==> config.mk <==
export PLATFORM = sky130hd
export DESIGN_NAME = rate_timer_bank
export DESIGN_NICKNAME = d
export VERILOG_FILES = /design/src/rtl/rtb_pkg.sv /design/src/rtl/rtb_phase.sv /design/src/rtl/rtb_cell.sv /design/src/rtl/rate_timer_bank.sv
export SDC_FILE = /design/constraint.sdc
export NUM_CORES = 1
export LEC_CHECK = 0
export BUFFER_PORTS_ARGS = -buffer_cell sky130_fd_sc_hd__buf_2
export CORE_MARGIN = 2
export CORE_UTILIZATION = 54
export DETAILED_ROUTE_END_ITERATION = 8
export PLACE_DENSITY = 0.81
export SKIP_CTS_REPAIR_TIMING = 1
export SLEW_MARGIN = 25
export SYNTH_ARGS = -nofsm -noshare
export SYNTH_HDL_FRONTEND = slang
export SYNTH_SLANG_ARGS = --single-unit
==> constraint.sdc <==
create_clock -name clk -period 1.7 [get_ports clk]
set_input_delay 0.17 -clock clk [delete_from_list [all_inputs] [get_ports clk]]
set_output_delay 0.17 -clock clk [all_outputs]
set_load 0.02 [all_outputs]
==> src/rtl/rtb_pkg.sv <==
package rtb_pkg;

    typedef enum logic [1:0] {
        TIER_FAST = 2'd0,
        TIER_HALF = 2'd1,
        TIER_QUAR = 2'd2
    } tier_e;

    localparam int NUM_TIERS = 3;
    localparam int PHASE_W   = 2;

    typedef struct packed {
        logic [PHASE_W-1:0] cnt;
    } phase_t;

endpackage

==> src/rtl/rtb_phase.sv <==
module rtb_phase
    import rtb_pkg::*;
(
    input  logic                 clk,
    input  logic                 rst_n,
    input  logic                 tick_i,
    output logic [NUM_TIERS-1:0] step_o
);

    phase_t st_q, st_d;
    logic [PHASE_W-1:0] nxt;

    always_comb begin
        st_d = st_q;
        nxt  = PHASE_W'(st_q.cnt + PHASE_W'(1));
        step_o = '0;
        if (tick_i) begin
            st_d.cnt          = nxt;
            step_o[TIER_FAST] = 1'b1;
            step_o[TIER_HALF] = nxt[0];
            step_o[TIER_QUAR] = (nxt == {PHASE_W{1'b1}});
        end
    end

    always_ff @(posedge clk) begin
        if (!rst_n) st_q <= '0;
        else        st_q <= st_d;
    end


    phase_adv_chk: assert property (@(posedge clk) disable iff (!rst_n)
        tick_i |=> st_q.cnt == PHASE_W'($past(st_q.cnt) + PHASE_W'(1)));


    phase_hold_chk: assert property (@(posedge clk) disable iff (!rst_n)
        !tick_i |-> step_o == '0);


    quar_in_half_chk: assert property (@(posedge clk) disable iff (!rst_n)
        step_o[TIER_QUAR] |-> step_o[TIER_HALF]);


    half_alternate_chk: assert property (@(posedge clk) disable iff (!rst_n)
        (tick_i && step_o[TIER_HALF]) |=> (tick_i |-> !step_o[TIER_HALF]));

endmodule

==> src/rtl/rtb_cell.sv <==
module rtb_cell #(
    parameter int TW = 8
) (
    input  logic          clk,
    input  logic          rst_n,
    input  logic          step_i,
    input  logic          ld_i,
    input  logic [TW-1:0] ld_val_i,
    output logic [TW-1:0] val_o
);

    typedef struct packed {
        logic [TW-1:0] cnt;
    } cell_t;

    cell_t st_q, st_d;

    always_comb begin
        st_d = st_q;
        if (ld_i) begin
            st_d.cnt = ld_val_i;
        end else if (step_i && (st_q.cnt != '0)) begin
            st_d.cnt = TW'(st_q.cnt - TW'(1));
        end
    end

    always_ff @(posedge clk) begin
        if (!rst_n) st_q <= '0;
        else        st_q <= st_d;
    end

    assign val_o = st_q.cnt;


    load_wins_chk: assert property (@(posedge clk) disable iff (!rst_n)
        ld_i |=> st_q.cnt == $past(ld_val_i));


    no_wrap_chk: assert property (@(posedge clk) disable iff (!rst_n)
        (!ld_i && st_q.cnt == '0) |=> st_q.cnt == '0);


    step_one_chk: assert property (@(posedge clk) disable iff (!rst_n)
        (!ld_i && step_i && st_q.cnt != '0) |=> st_q.cnt == TW'($past(st_q.cnt) - TW'(1)));


    idle_hold_chk: assert property (@(posedge clk) disable iff (!rst_n)
        (!ld_i && !step_i) |=> $stable(st_q.cnt));

endmodule

==> src/rtl/rate_timer_bank.sv <==
module rate_timer_bank
    import rtb_pkg::*;
#(
    parameter int TW     = 8,
    parameter int N_FAST = 2,
    parameter int N_HALF = 2,
    parameter int N_QUAR = 2,
    parameter int IDX_W  = $clog2(N_FAST + N_HALF + N_QUAR + 1)
) (
    input  logic                              clk,
    input  logic                              rst_n,
    input  logic                              tick_i,
    input  logic                              wr_en_i,
    input  logic [IDX_W-1:0]                  wr_idx_i,
    input  logic [TW-1:0]                     wr_val_i,
    input  logic [IDX_W-1:0]                  rd_idx_i,
    output logic [TW-1:0]                     rd_val_o,
    output logic [N_FAST+N_HALF+N_QUAR-1:0]   expired_o
);

    localparam int NT = N_FAST + N_HALF + N_QUAR;

    function automatic tier_e tier_of(input int idx);
        if (idx < N_FAST)               return TIER_FAST;
        else if (idx < N_FAST + N_HALF) return TIER_HALF;
        else                            return TIER_QUAR;
    endfunction

    logic [NUM_TIERS-1:0]   step;
    logic [NT-1:0][TW-1:0]  vals;
    logic [NT-1:0]          ld;

    rtb_phase u_phase (
        .clk    (clk),
        .rst_n  (rst_n),
        .tick_i (tick_i),
        .step_o (step)
    );

    for (genvar g = 0; g < NT; g++) begin : g_cell
        localparam tier_e TIER = tier_of(g);

        assign ld[g] = wr_en_i && (wr_idx_i == IDX_W'(g));

        rtb_cell #(.TW(TW)) u_cell (
            .clk      (clk),
            .rst_n    (rst_n),
            .step_i   (step[TIER]),
            .ld_i     (ld[g]),
            .ld_val_i (wr_val_i),
            .val_o    (vals[g])
        );

        assign expired_o[g] = (vals[g] == '0);
    end

    always_comb begin
        rd_val_o = '0;
        for (int i = 0; i < NT; i++) begin
            if (rd_idx_i == IDX_W'(i)) rd_val_o = vals[i];
        end
    end


    oob_write_chk: assert property (@(posedge clk) disable iff (!rst_n)
        (wr_en_i && (int'(wr_idx_i) >= NT) && !tick_i) |=> $stable(vals));


    load_seen_chk: assert property (@(posedge clk) disable iff (!rst_n)
        (wr_en_i && int'(wr_idx_i) < NT && wr_val_i != '0)
            |=> !expired_o[$past(wr_idx_i)]);

endmodule

==> impl_metrics.csv <==
group,metric,value,unit
cts,cts_made_buffers,5,
routing,drc_errors,0,
cts,worstSkewPairLatency,310,ps
timing,rsz0062_at_grt,"yes",
timing,max-slew-margin-rel,0.548,
synth,synth_cells,410,
routing,post_drt_via_cell_ratio,6.64,
cts,root_buffer,"clkbuf_8",
synth,synth_area_leader_cell,"dfxtp_1",
critical_path,crit_fanout,4,
synth,synth.most_common_cell,"dfxtp_1",
job,drv_cap,0,
cts,cts_tree,"yes",
cts,clk_pin_slew,90,ps
synth,async_flop_share,0,
timing,setup_viol_count_final,1,
critical_path,end_kind,"output pin",
global_route,grt_pass1_vias,3011,
power,p_comb_frac,0.592,
critical_path,start_kind,"flop",
floorplanning,dieWidth,82.7,um
timing,tns,-19.7,ps
synth,avgSynthCellArea,8.15,um2
power,p_switching,0.00284,W
run_status,status,"finished, violations left",
floorplanning,initial_core_util,0.561,
timing,fin_ws,-19.7,ps
layout,syn_to_final_growth,25.6,%
routing,dr_total_vias,3605,
cts,cts.path.max_buffers,2,
synth,synth_area,3340,um2
power,total_leakage_power,1.57,nW
synth,synth-seq-area-share,0.299,
power,p_seq_frac,0.298,
power,peakVddDrop,1.24,mV
place,hpwl,6940,um
timing,fin_skew,4.42,ps
timing,fmax,0.581,GHz
synth,netlist_top_cells_count,"dfxtp_1, a21oi_1, o21ai_0, mux2i_1, nor2_1",
global_route,antenna_found_initial,0,
timing,hold_viol_final,0,
routing,drt_iter0_drc,469,
floorplanning,die_y,82.7,um
global_route,grt_pass1_wl,15000,um
floorplanning,coreArea,5960,um2
synth,synth_edf_count,0,
run_status,violations,"setup timing",
cts,h-tree-depth,2,
power,clockPowerShare,0.109,
layout,fillCellCount,443,
routing,routed_wl,10700,um
place,port_buffers,31,
critical_path,worstSetupPathType,"flop to output pin",
layout,diodes,0,
layout,fin_cells,543,
synth,synthesis.nets,438,
critical_path,required,1530,ps
timing,post-route-period-util,1.01,
synth,netlist.area_leader.share,0.299,
synth,yosys_warnings,0,
floorplanning,fp-row-count,28,
power,swShare,0.418,
power,power_density,1620,nW/um2
synth,synth_top_flop_cell,"dfxtp_1",
place,dp_cells,526,
timing,worst_pin_slew,673,ps
layout,final_util,0.705,
place,place_congestion,0.965,
global_route,grt_use_total,0.292,
routing,drtPass1Iterations,5,
synth,ys_top_cells_by_area,"dfxtp_1, mux2i_1, a21oi_1, o21ai_0, xnor2_1",
floorplanning,fp.dieArea,6840,um2
routing,drt-wirelength-per-cell,19.8,um
cts,numClockSinks,50,
global_route,overflow,0,
timing,final.min_clock_period,1720,ps
critical_path,crit_arrival,1550,ps
global_route,grt_start_max_net_pins,29,
worst_hold_path,hold_class,"input pin to flop",
power,p_int,0.00395,W
layout,drive_gt1_frac,0.321,
routing,final_antenna_net_count,0,
synth,synth_seq_cells,50,
floorplanning,io_pins,32,
layout,layout.nets,495,
timing,slew_viol_final,0,
synth,yosysUniqueCellTypes,54,
==> layout make-up <==
cell class	instances	area, um2	area share
Multi-Input combinational cell	320	2400	0.573
Sequential cell	50	1030	0.245
Timing Repair Buffer	72	512	0.122
Tap cell	75	93.8	0.0224
Clock buffer	7	86.3	0.0206
Inverter	18	67.6	0.0161
Clock inverter	1	5.00	0.00119
==> per-stage QoR <==
step	hold WS (ps)	total power, W	setup slack, ps	instance area (um2)
floorplan	300	0.00406	62.2	3370
global placement	435	0.00497	-36.1	3760
detailed placement	440	0.00507	-174	3760
CTS	118	0.00580	-283	3860
global route	114	0.00719	-68.0	4200
finish	103	0.00679	-19.7	4200
==> layout by cell type, fill, tap and decap left out, types with 15 or more instances in the layout <==
cell / Yosys / final
buf_4: 0 / 43
a21oi_1: 44 / 41
o21ai_0: 39 / 39
dfxtp_1: 50 / 29
mux2i_1: 25 / 25
nor2_1: 25 / 24
buf_2: 4 / 22
dfxtp_2: 0 / 20
nand2_1: 19 / 18
xnor2_1: 17 / 17
a211oi_1: 16 / 15
==> state kept, by name, summed over array words and instances (netlist names) <==
signal	count
g_cell.u_cell.val_o	48
u_phase.st_q	2
==> routing by layer <==
metal / routed length [um] / up-vias / GRT usage
li1: - / 1665 / -
met1: 4440 / 1692 / 0.385
met2: 5000 / 196 / 0.456
met3: 846 / 52 / 0.0533
met4: 453 / 0 / 0.149
met5: 0 / - / 0
==> cell families after synthesis <==
group | share of synthesized area
flops | 0.299
mux | 0.0749
xor+xnor | 0.0472
fa+ha+maj | 0.0374
buf+inv | 0.0487
compound gates | 0.250
simple gates | 0.243
==> worst max-delay path, stage by stage, from the launching register on <==
cell     delay, ps
dfxtp_2        350
inv_1          100
ha_2           210
nor3b_4        270
and2_1         170
buf_4          140
==> final timing paths <==
| path | to | cells after the start | from | slack, ps |
|---|---|---|---|---|
| worst max-delay path | expired_o[3] | 5 | g_cell[3].u_cell.val_o[0] | -20 |
| worst min-delay path | g_cell[4].u_cell.val_o[1] | 3 | wr_val_i[1] | 100 |
| worst max register to register | g_cell[3].u_cell.val_o[0] | 6 | g_cell[3].u_cell.val_o[0] | 0 |
| worst min register to register | u_phase.st_q[1] | 2 | u_phase.st_q[1] | 510 |
==> power by group through the flow <==
stage          clock network [W]  registers [W]  logic (W)
2_1_floorplan                  0        0.00182    0.00223
3_3_place_gp                   0        0.00190    0.00308
3_5_place_dp                   0        0.00191    0.00316
4_1_cts                 0.000734        0.00189    0.00318
5_1_grt                 0.000800        0.00206    0.00433
6_report                0.000742        0.00202    0.00402
No activity file was read; power rests on OpenSTA's default activity.
